File: config.mk
export PLATFORM = sky130hd
export DESIGN_NAME = psram_power_seq
export DESIGN_NICKNAME = d
export VERILOG_FILES = /design/src/rtl/psram_pwr_pkg.sv /design/src/rtl/psram_tick_timer.sv /design/src/rtl/psram_dpd_flags.sv /design/src/rtl/psram_power_seq.sv
export SDC_FILE = /design/constraint.sdc
export NUM_CORES = 1
export LEC_CHECK = 0
export ABC_AREA = 0
export CAP_MARGIN = 20
export CORE_UTILIZATION = 62
export CTS_BUF_LIST = sky130_fd_sc_hd__clkbuf_4 sky130_fd_sc_hd__clkbuf_8
export CTS_CLUSTER_DIAMETER = 150
export DETAILED_ROUTE_END_ITERATION = 16
export PLACE_DENSITY = 0.83
export SYNTH_ARGS = -nofsm -noshare
export SYNTH_HDL_FRONTEND = slang
export SYNTH_SLANG_ARGS = --single-unit
File: constraint.sdc
create_clock -name clk -period 3.9 [get_ports clk]
set_clock_uncertainty 0.15 [all_clocks]
set_input_delay 0.78 -clock clk [delete_from_list [all_inputs] [get_ports clk]]
set_output_delay 0.78 -clock clk [all_outputs]
set_load 0.02 [all_outputs]
File: src/rtl/psram_pwr_pkg.sv
// Shared power-state type for the PSRAM low-power sequencer.
// Assumes: the encoding is visible on the top-level state port.
package psram_pwr_pkg;
    typedef enum logic [2:0] {
        PS_ACTIVE  = 3'd0,
        PS_STANDBY = 3'd1,
        PS_LOWPWR  = 3'd2,
        PS_DPD     = 3'd3,
        PS_INIT    = 3'd4
    } pwr_state_t;
endpackage

File: src/rtl/psram_tick_timer.sv
// Counts timebase ticks while run is high and flags the tick that completes
// LIMIT ticks. clr restarts the count and takes priority over counting.
// Assumes: LIMIT >= 1, tick is one clock wide.
module psram_tick_timer #(
    parameter int LIMIT = 10
) (
    input  logic clk,
    input  logic rst_n,
    input  logic clr,
    input  logic run,
    input  logic tick,
    output logic done
);
    localparam int CW = (LIMIT < 2) ? 1 : $clog2(LIMIT);

    logic [CW-1:0] cnt;

    // Completion: the tick that would make the count reach LIMIT.
    assign done = !clr && run && tick && (cnt == CW'(LIMIT - 1));

    // Tick counter: restarts on clr or on completion.
    always_ff @(posedge clk) begin
        if (!rst_n || clr || done) begin
            cnt <= '0;
        end else if (run && tick) begin
            cnt <= cnt + 1'b1;
        end
    end

    assert_cnt_in_range_R7: assert property (@(posedge clk) disable iff (!rst_n)
        cnt <= CW'(LIMIT - 1));
endmodule

File: src/rtl/psram_dpd_flags.sv
// Holds the armed deep power-down bit and the sticky data-lost flag.
// Assumes: enter_dpd and exit_dpd are never high together.
module psram_dpd_flags (
    input  logic clk,
    input  logic rst_n,
    input  logic cfg_wr,
    input  logic cfg_dpd,
    input  logic cfg_allow,
    input  logic enter_dpd,
    input  logic exit_dpd,
    input  logic clear_lost,
    output logic dpd_armed,
    output logic data_lost
);
    // Armed bit: cleared by a power-down exit, else loaded by an allowed write.
    always_ff @(posedge clk) begin
        if (!rst_n || exit_dpd) begin
            dpd_armed <= 1'b0;
        end else if (cfg_wr && cfg_allow) begin
            dpd_armed <= cfg_dpd;
        end
    end

    // Data-lost flag: set on every entry, cleared when fresh data is written.
    always_ff @(posedge clk) begin
        if (!rst_n) begin
            data_lost <= 1'b0;
        end else if (enter_dpd) begin
            data_lost <= 1'b1;
        end else if (clear_lost) begin
            data_lost <= 1'b0;
        end
    end

    assert_exit_clears_arm_R9: assert property (@(posedge clk) disable iff (!rst_n)
        exit_dpd |=> !dpd_armed);
endmodule

File: src/rtl/psram_power_seq.sv
// Top of the PSRAM low-power sequencer: state register, next-state logic,
// hold / init / idle timers and the power-down flag holder.
// Assumes: act_pulse, op_done, cfg_wr and tick are single-cycle pulses
// synchronous to clk, and sel_n is already synchronized.
module psram_power_seq
    import psram_pwr_pkg::*;
#(
    parameter int HOLD_TICKS = 10,
    parameter int INIT_TICKS = 150,
    parameter int IDLE_TICKS = 1000
) (
    input  logic       clk,
    input  logic       rst_n,
    input  logic       sel_n,
    input  logic       act_pulse,
    input  logic       op_done,
    input  logic       cfg_wr,
    input  logic       cfg_dpd,
    input  logic       tick,
    output logic [2:0] pwr_state,
    output logic       ready,
    output logic       refresh_ok,
    output logic       data_lost
);
    pwr_state_t state_q, state_d;
    logic hold_done, init_done, idle_done;
    logic dpd_armed;
    logic enter_dpd, exit_dpd;

    psram_tick_timer #(.LIMIT(HOLD_TICKS)) i_hold_timer (
        .clk  (clk),
        .rst_n(rst_n),
        .clr  (state_q != PS_DPD || sel_n),
        .run  (state_q == PS_DPD),
        .tick (tick),
        .done (hold_done)
    );

    psram_tick_timer #(.LIMIT(INIT_TICKS)) i_init_timer (
        .clk  (clk),
        .rst_n(rst_n),
        .clr  (state_q != PS_INIT),
        .run  (state_q == PS_INIT),
        .tick (tick),
        .done (init_done)
    );

    psram_tick_timer #(.LIMIT(IDLE_TICKS)) i_idle_timer (
        .clk  (clk),
        .rst_n(rst_n),
        .clr  (state_q != PS_ACTIVE || act_pulse),
        .run  (state_q == PS_ACTIVE),
        .tick (tick),
        .done (idle_done)
    );

    // Next state: deselect first, then completion and idle events.
    always_comb begin
        state_d = state_q;
        unique case (state_q)
            PS_STANDBY: if (!sel_n) state_d = PS_ACTIVE;
            PS_ACTIVE: begin
                if (sel_n)          state_d = dpd_armed ? PS_DPD : PS_STANDBY;
                else if (op_done)   state_d = PS_LOWPWR;
                else if (idle_done) state_d = PS_LOWPWR;
            end
            PS_LOWPWR: begin
                if (sel_n)          state_d = dpd_armed ? PS_DPD : PS_STANDBY;
                else if (act_pulse) state_d = PS_ACTIVE;
            end
            PS_DPD:  if (hold_done) state_d = PS_INIT;
            PS_INIT: if (init_done) state_d = sel_n ? PS_STANDBY : PS_ACTIVE;
            default: state_d = PS_STANDBY;
        endcase
    end

    // State register.
    always_ff @(posedge clk) begin
        if (!rst_n) state_q <= PS_STANDBY;
        else        state_q <= state_d;
    end

    assign enter_dpd = (state_q != PS_DPD) && (state_d == PS_DPD);
    assign exit_dpd  = (state_q == PS_DPD) && (state_d == PS_INIT);

    psram_dpd_flags i_flags (
        .clk       (clk),
        .rst_n     (rst_n),
        .cfg_wr    (cfg_wr),
        .cfg_dpd   (cfg_dpd),
        .cfg_allow (state_q != PS_DPD && state_q != PS_INIT),
        .enter_dpd (enter_dpd),
        .exit_dpd  (exit_dpd),
        .clear_lost(op_done && ready),
        .dpd_armed (dpd_armed),
        .data_lost (data_lost)
    );

    assign pwr_state  = state_q;
    assign ready      = (state_q != PS_DPD) && (state_q != PS_INIT);
    assign refresh_ok = (state_q != PS_DPD);

    assert_dpd_entry_armed_R5: assert property (@(posedge clk) disable iff (!rst_n)
        (state_q == PS_DPD && $past(state_q) != PS_DPD) |-> ($past(dpd_armed) && $past(sel_n)));
    assert_dpd_sets_lost_R6: assert property (@(posedge clk) disable iff (!rst_n)
        (state_q == PS_DPD && $past(state_q) != PS_DPD) |-> data_lost);
    assert_dpd_exit_held_R7: assert property (@(posedge clk) disable iff (!rst_n)
        (state_q != PS_DPD && $past(state_q) == PS_DPD) |-> (!$past(sel_n) && $past(tick)));
    assert_init_after_dpd_R8: assert property (@(posedge clk) disable iff (!rst_n)
        (state_q == PS_INIT && $past(state_q) != PS_INIT) |-> $past(state_q) == PS_DPD);
    assert_init_unarmed_R9: assert property (@(posedge clk) disable iff (!rst_n)
        (state_q == PS_INIT) |-> !dpd_armed);
endmodule

==> impl_metrics.tcl, run 1 <==
set metrics [dict create \
    crit_path_end_kind "primary output" \
    finalPower_mw 0.449 \
    hold_end "i_flags.data_lost" \
    htreeDepth 1 \
    ys_async_sr_fraction 0 \
    reg2reg_depth 3 \
    multiInputGateArea_um2 763 \
    hold_depth 2 \
    top_usage_layer "met2" \
    r2r-end "i_init_timer.cnt[1]" \
    period_share 0.756 \
    avgSynthCellArea_um2 8.85 \
    gp_congestion 0.789 \
    cellLeakagePower_nw 0.481 \
    clock_latency_ns 0.33 \
    n_fill_cell 158 \
    register_area_um2 541 \
    diodes 0 \
    initial_utilization 0.678 \
    hp-start "i_flags.data_lost" \
    max-slew-margin-rel 0.597 \
    postRouteAntennaNets 0 \
    crit_type "register to primary output" \
    firstDrtPassIters 4 \
    worstPathArrival_ns 2.02 \
    path_clk_slew_ns 0.13 \
    drv_cap 0 \
    fin_nets 179 \
    hold_viol 0 \
    cts_buffer_depth 2 \
    slew_viol_final 0 \
    yosysWarnings 0 \
    synth-edff-count 0 \
    rsz0062_at_grt "false" \
    reg2reg_from "pwr_state[2]" \
    hold_class "register to register" \
    track_usage 0.237 \
    viasPerCell 5.69 \
    post-route-drc-count 0 \
    ys_ff_latch 27 \
    grtUsageMet3 0.0467 \
    wl_per_cell_um 13.0 \
    syn_area_um2 1370 \
    path_max_fanout 12 \
    vias 1092 \
    antenna_found_initial 0 \
    max_freq_mhz 339 \
    synth_area_leader_cell "dfxtp_1" \
    p_per_area_nw_per_um2 297 \
    tns_ns 0 \
    synthTopCellsByArea "dfxtp_1, nor2_1, xnor2_1" \
    reg2reg_slack_ns 1.94 \
    ios 14 \
    yosys_most_used_dff "dfxtp_1" \
    cts-root-buf "clkbuf_4" \
    syn2layout_area_growth_pct 10.4 \
    synth-seq-area-share 0.394 \
    postSynthCellCount 155 \
    synthDistinctLibCells 37 \
    rows 16 \
    grt_pass1_vias 1039 \
    postRouteWirelength_um 2490 \
    post-cts-setup-buffers 0 \
    synth_top_area_share 0.394 \
    dieHeight_um 49.0 \
    postCtsHoldBufs 0 \
    crit_required_ns 2.97 \
    grt_pass1_wl_um 4390 \
    clock_sinks 27 \
    grt_max_degree 16 \
    setup_viol 0 \
    outcome "completed" \
    drive_gt1_frac 0.0545 \
    use_met1 0.282 \
    cts.repair.resized 0 \
    dieArea_um2 2400 \
    die-width_um 49.0 \
    fin_crit_ns 2.95 \
    crit_path_start_kind "register" \
    worst_pin_slew_ns 0.595 \
    core_um2 2020 \
    use_met2 0.412 \
    portBuffers 13 \
    cts_tree "yes" \
    cts_buffers 3 \
    syn-num-nets 168 \
    initialDrtViolationCount 8 \
    grt.overflow.total 0 \
    dp.final_hpwl_um 1880 \
    max-vdd-ir-drop_mv 0.292 \
]
==> how the worst max path moves through the flow <==
stage	from	cells past startpoint	to
floorplan	pwr_state[1]	3	ready
global placement	tick	5	i_idle_timer.cnt[7]
detailed placement	tick	5	i_idle_timer.cnt[6]
CTS	pwr_state[2]	3	ready
global route	pwr_state[2]	3	ready
finish	pwr_state[2]	3	ready
==> report_power, final <==
part	total [mW]	internal [mW]	switching, mW
registers	0.285	0.279	0.00638
logic	0.0422	0.0217	0.0205
clock network	0.121	0.0386	0.0828
==> critical path: stages (launching register included) <==
cell             delay (ns)
dfxtp_1                0.54
or3b_4                 0.46
and2_1                 0.17
clkdlybuf4s50_1        0.53
==> per-layer routing <==
metal / routed length, µm / part of all wire
met5: 0 / 0
met4: 44 / 0.018
met3: 57 / 0.023
met2: 1250 / 0.50
met1: 1130 / 0.45
==> placed cells by master, fill, tap and decap left out, types with 2 or more instances in the layout <==
cell,instances
nand4_1,8
nor4b_1,2
clkdlybuf4s50_1,13
a211oi_1,2
nand2_1,9
dfxtp_1,27
nand4b_1,3
xor2_1,9
nor2_1,27
o21ai_0,5
and3_1,2
nor3_1,3
nand3_1,4
xnor2_1,10
mux2i_1,2
nand3b_1,3
inv_1,3
clkbuf_4,3
ha_1,5
nor4_1,5
a21oi_1,3
==> synth_stat cells (4+ instances only) <==
cell and n:
dfxtp_1 27, nor2_1 27, xnor2_1 10, nand2_1 9
xor2_1 9, nand4_1 8, ha_1 5, nor4_1 5
o21ai_0 5, clkbuf_1 4, nand3_1 4
==> registers in the layout, indices dropped and copies added (netlist names) <==
name	cells
i_idle_timer.cnt	10
i_init_timer.cnt	8
i_hold_timer.cnt	4
pwr_state	3
i_flags.data_lost	1
i_flags.dpd_armed	1
==> logic make-up after synthesis <==
kind of cell	count (synthesis)	synth area share
compound gates	13	0.0557
xor+xnor	19	0.121
fa+ha+maj	5	0.0456
buf+inv	11	0.0493
flops	27	0.394
mux	2	0.0146
simple gates	78	0.319
==> cell type report <==
class / count / area share
clock buffers: 3 / 0.0149
clock inverters: 1 / 0.00331
inverters: 3 / 0.00744
multi-input cells: 117 / 0.504
flip-flops and latches: 27 / 0.357
well taps: 27 / 0.0223
repair buffers: 14 / 0.0909
==> per-stage QoR <==
stage / std cells / util / worst slack [ns] / area, µm² / hold slack (ns)
detailed placement: 188 / 0.735 / 1.11 / 1490 / 0.331
finish: 192 / 0.749 / 0.952 / 1510 / 0.343
floorplan: 155 / - / 1.59 / 1370 / 0.316
global placement: 188 / 0.735 / 1.20 / 1490 / 0.317
CTS: 192 / 0.749 / 0.936 / 1510 / 0.350
global route: 192 / 0.749 / 0.827 / 1510 / 0.373
Power figures use the tool's default switching activity.
==> run 2, diff against run 1 <==
--- a/config.mk
+++ b/config.mk
@@ -7,11 +7,11 @@
 export LEC_CHECK = 0
 export ABC_AREA = 0
 export CAP_MARGIN = 20
-export CORE_UTILIZATION = 62
+export CORE_UTILIZATION = 58
 export CTS_BUF_LIST = sky130_fd_sc_hd__clkbuf_4 sky130_fd_sc_hd__clkbuf_8
 export CTS_CLUSTER_DIAMETER = 150
 export DETAILED_ROUTE_END_ITERATION = 16
-export PLACE_DENSITY = 0.83
+export PLACE_DENSITY = 0.78
 export SYNTH_ARGS = -nofsm -noshare
 export SYNTH_HDL_FRONTEND = slang
 export SYNTH_SLANG_ARGS = --single-unit
==> constraint.sdc (replaced) <==
create_clock -name clk -period 3 [get_ports clk]
set_clock_uncertainty 0.15 [all_clocks]
set_input_delay 0.6 -clock clk [delete_from_list [all_inputs] [get_ports clk]]
set_output_delay 0.6 -clock clk [all_outputs]
set_load 0.02 [all_outputs]
==> run 2 against run 1 <==
Against the previous run:
- final area grew 0.25%
- sequential share of layout area down 0.088 points
- final cell count grew 0.52%
- global-route usage is 0.15 points higher
- setup slack lost 0.74 ns
- total power grew 31%
- non-clock buffer count is the same
- highest routed layer unchanged
==> impl_metrics.tcl, run 2 (synthesis gave the netlist of run 1 again) <==
set metrics [dict create \
    slew_viol_final 0 \
    rows 17 \
    initialDrtViolationCount 29 \
    crit_type "register to primary output" \
    antenna_found_initial 0 \
    rsz0062_at_grt "false" \
    ios 14 \
    max-vdd-ir-drop_mv 0.258 \
    firstDrtPassIters 4 \
    path_clk_slew_ns 0.14 \
    top_register "i_idle_timer.cnt" \
    tns_ns 0 \
    dieHeight_um 50.6 \
    core_um2 2210 \
    hold_depth 2 \
    largest_register_ffs 10 \
    vias 1120 \
    final_cell_mix "nor2_1, dfxtp_1, clkdlybuf4s50_1" \
    cts.repair.resized 0 \
    wl_per_cell_um 14.1 \
    register_area_um2 541 \
    crit_path_end_kind "primary output" \
    max-slew-margin-rel 0.612 \
    worst_pin_slew_ns 0.574 \
    hold_class "register to register" \
    drv_cap 0 \
    initial_utilization 0.620 \
    cts_tree "yes" \
    die-width_um 50.6 \
    multiInputGateArea_um2 763 \
    postCtsHoldBufs 0 \
    post-route-drc-count 0 \
    reg2reg_depth 3 \
    htreeDepth 1 \
    max_freq_mhz 358 \
    setup_viol 0 \
    track_usage 0.239 \
    gp_congestion 0.831 \
    drive_gt1_frac 0.0545 \
    outcome "completed" \
    postRouteAntennaNets 0 \
    postRouteWirelength_um 2720 \
    finalPower_mw 0.590 \
    cts-root-buf "clkbuf_4" \
    clock_latency_ns 0.33 \
    worstPathArrival_ns 2.04 \
    portBuffers 13 \
    period_share 0.930 \
    post-cts-setup-buffers 0 \
    grt.overflow.total 0 \
    top_regs "i_idle_timer.cnt (10), i_init_timer.cnt (8), i_hold_timer.cnt (4)" \
    p_per_area_nw_per_um2 389 \
    n_fill_cell 209 \
    grt_pass1_vias 1091 \
    crit_path_start_kind "register" \
    cts_buffer_depth 2 \
    clock_sinks 27 \
    crit_required_ns 2.25 \
    viasPerCell 5.80 \
    dieArea_um2 2560 \
    grt_pass1_wl_um 4560 \
    syn2layout_area_growth_pct 10.7 \
    cellLeakagePower_nw 0.478 \
    fin_crit_ns 2.79 \
    fin_nets 179 \
    grt_max_degree 17 \
    diodes 0 \
    path_max_fanout 12 \
    hold_viol 0 \
    dp.final_hpwl_um 2000 \
    cts_buffers 3 \
]
run 2: power breakdown:
part	internal, mW	switching, mW	leakage (nW)
Sequential	0.363	0.00870	0.218
Combinational	0.0282	0.0267	0.246
Clock	0.0511	0.112	0.0139
Total	0.442	0.148	0.478
run 2: path summary, 6_finish.rpt:
path                          start             endpoint  slack (ns)
setup / recovery       pwr_state[2]                ready        0.21
hold / removal    i_flags.data_lost    i_flags.data_lost        0.34
setup reg to reg       pwr_state[2]  i_init_timer.cnt[1]        1.02
hold reg to reg   i_flags.data_lost    i_flags.data_lost        0.34
run 2: routing by layer:
layer  part of all wire  track usage
met5                  0            0
met4              0.018        0.111
met3              0.025       0.0273
met2               0.50        0.431
met1               0.46        0.277
run 2: stage by stage:
step	std cells	worst slack [ns]	util	area, µm²	hold slack [ns]
floorplan	155	0.866	-	1370	0.316
global placement	189	0.472	0.673	1490	0.317
detailed placement	189	0.380	0.673	1490	0.320
CTS	193	0.204	0.686	1520	0.344
global route	193	0.142	0.686	1520	0.372
finish	193	0.209	0.686	1520	0.337
run 2: area by class of cell:
type | instances | area share
multi-input combinational | 117 | 0.503
sequential | 27 | 0.356
timing repair buffer | 14 | 0.0907
tap | 28 | 0.0231
clock buffer | 3 | 0.0148
inverter | 3 | 0.00742
clock inverter | 1 | 0.00495
run 2: critical path, cell delays in order, from the launching register on:
cell	delay [ns]
dfxtp_1	0.55
or3b_4	0.46
and2_1	0.17
clkdlybuf4s50_1	0.53
==> run 3, diff against run 2 <==
--- a/config.mk
+++ b/config.mk
@@ -7,11 +7,12 @@
 export LEC_CHECK = 0
 export ABC_AREA = 0
 export CAP_MARGIN = 20
-export CORE_UTILIZATION = 58
+export CORE_UTILIZATION = 59
 export CTS_BUF_LIST = sky130_fd_sc_hd__clkbuf_4 sky130_fd_sc_hd__clkbuf_8
 export CTS_CLUSTER_DIAMETER = 150
 export DETAILED_ROUTE_END_ITERATION = 16
-export PLACE_DENSITY = 0.78
+export PLACE_DENSITY = 0.79
 export SYNTH_ARGS = -nofsm -noshare
 export SYNTH_HDL_FRONTEND = slang
+export SYNTH_HIERARCHICAL = 1
 export SYNTH_SLANG_ARGS = --single-unit
==> run 3 against run 2 <==
Against the previous run:
- global-route usage increased by 1.3 points
- synthesized cell count rose by 10%
- combinational power is 4.0% lower
- sequential power down 1%
- critical path type unchanged
- critical endpoint unchanged
==> impl_metrics.tcl, run 3 <==
set metrics [dict create \
    synth_top_area_share 0.357 \
    final.setup.worst_slack_ns 0.127 \
    wl_per_cell_um 14.4 \
    hold_class "register to register" \
    max_freq_mhz 348 \
    post-cts-setup-buffers 0 \
    crit_required_ns 2.25 \
    hold_viol 0 \
    cts_tree "yes" \
    yosysWarnings 6 \
    syn_area_um2 1510 \
    cts-root-buf "clkbuf_4" \
    antenna_found_initial 0 \
    max-vdd-ir-drop_mv 0.332 \
    final_util 0.740 \
    synth_area_leader_cell "dfxtp_1" \
    dieHeight_um 52.7 \
    core_um2 2320 \
    grt_pass1_wl_um 5220 \
    placed_area_um2 1690 \
    hold_depth 2 \
    track_usage 0.252 \
    cellLeakagePower_nw 0.544 \
    avgSynthCellArea_um2 8.85 \
    postRouteAntennaNets 0 \
    initialDrtViolationCount 32 \
    cts.repair.resized 0 \
    fin_area_um2 1720 \
    outcome "completed" \
    post-route-drc-count 0 \
    hp-start "i_idle_timer/cnt[9]" \
    grt_pass1_vias 1271 \
    postRouteWirelength_um 3130 \
    dp.final_hpwl_um 2420 \
    dieArea_um2 2770 \
    crit_type "register to primary output" \
    firstDrtPassIters 4 \
    synth-edff-count 0 \
    diodes 0 \
    postSynthCellCount 171 \
    p_per_area_nw_per_um2 339 \
    synthTopCellsByArea "dfxtp_1, a21oi_1, ha_1" \
    die-width_um 52.7 \
    top_regs "i_idle_timer/cnt (10), i_init_timer/cnt (8), i_hold_timer/cnt (4)" \
    rsz0062_at_grt "false" \
    initial_utilization 0.653 \
    path_clk_slew_ns 0.15 \
    largest_register_ffs 10 \
    cts_buffers 3 \
    setup_viol 0 \
    clock_sinks 27 \
    period_share 0.958 \
    ios 14 \
    finalPower_mw 0.581 \
    top_register "i_idle_timer/cnt" \
    slew_viol_final 0 \
    placedCellCount 213 \
    final_cell_mix "dfxtp_1, a21oi_1, nor2_1, clkdlybuf4s50_1, nand2_1" \
    place_ws_ns 0.416 \
    n_fill_cell 180 \
    tns_ns 0 \
    drive_gt1_frac 0.148 \
    postCtsHoldBufs 0 \
    syn2layout_area_growth_pct 13.4 \
    ys_ff_latch 27 \
    syn-num-nets 184 \
    yosys_most_used_dff "dfxtp_1" \
    yosys-top-cells-count "dfxtp_1, a21oi_1, nor2_1" \
    gp_congestion 0.838 \
    reg2reg_slack_ns 0.40 \
    path_max_fanout 8 \
    reg2reg_depth 8 \
    synth.most_common_cell "dfxtp_1" \
    grt.overflow.total 0 \
    fin_cells 217 \
    synthDistinctLibCells 53 \
    final_common_cell "dfxtp_1" \
    worst_pin_slew_ns 0.457 \
    worstPathArrival_ns 2.12 \
    htreeDepth 1 \
    r2r-end "i_flags/data_lost" \
    portBuffers 13 \
    crit_path_end_kind "primary output" \
    synth-seq-area-share 0.357 \
    cts_buffer_depth 2 \
    clock_latency_ns 0.33 \
    viasPerCell 6.10 \
    max-slew-margin-rel 0.692 \
    hold_end "i_idle_timer/cnt[9]" \
    fin_nets 203 \
    crit_path_start_kind "register" \
    fin_crit_ns 2.87 \
    drv_cap 0 \
    reg2reg_from "pwr_state[2]" \
    vias 1324 \
    rows 17 \
    whs_ns 0.349 \
    grt_max_degree 17 \
    ys_async_sr_fraction 0 \
]
## run 3: cell count changes after synthesis, sizes merged, moves of 5 or more
cell   delta
nand3     +6
o21ai     +5
or3       +5
xnor2     -9
a21oi    +12
nor2     -14
## run 3: power breakdown
| part | internal (mW) | total [mW] | switching (mW) |
|---|---|---|---|
| Clock | 0.0511 | 0.161 | 0.110 |
| Combinational | 0.0256 | 0.0527 | 0.0271 |
| Sequential | 0.362 | 0.367 | 0.00511 |
| Total | 0.439 | 0.581 | 0.143 |
## run 3: layout make-up
type	count	area, µm²	area share
multi-input cells	135	931	0.542
flip-flops and latches	27	542	0.316
repair buffers	16	153	0.0889
well taps	28	35.0	0.0204
inverters	7	26.3	0.0153
clock buffers	3	22.5	0.0131
clock inverters	1	7.51	0.00437
## run 3: how the worst max path moves through the flow
stage | slack (ns) | start | endpoint
floorplan | 0.53 | pwr_state[2] | i_flags/data_lost
global placement | 0.48 | tick | i_flags/data_lost
detailed placement | 0.42 | tick | i_flags/data_lost
CTS | 0.12 | pwr_state[0] | ready
global route | 0.004 | pwr_state[1] | ready
finish | 0.13 | pwr_state[1] | ready
## run 3: worst max-delay path, cell delays in order (launching register included)
cell	delay [ns]
dfxtp_1	0.51
nand2_1	0.10
or2_2	0.30
inv_1	0.19
nor2_1	0.13
clkdlybuf4s50_1	0.56
## run 3: logic make-up (layout without fill, tap and decap cells)
group | Yosys count | in the layout | share of synthesized area
DFF | 27 | 27 | 0.357
AOI/OAI and AO/OA | 46 | 46 | 0.223
xor gates and xnor gates | 6 | 6 | 0.0347
and+or+nand+nor | 78 | 78 | 0.316
buffers and inverters | 9 | 27 | 0.0281
adders and majority gates | 5 | 5 | 0.0413
## run 3: metal layers
layer  GRT usage  vias up  routed length, µm  part of all wire
met5           0        -                  0                 0
met4      0.0482        0                 41             0.013
met3      0.0667        7                104             0.033
met2       0.462       27               1530              0.49
met1       0.290      625               1450              0.46
li1            -      665                  -                 -
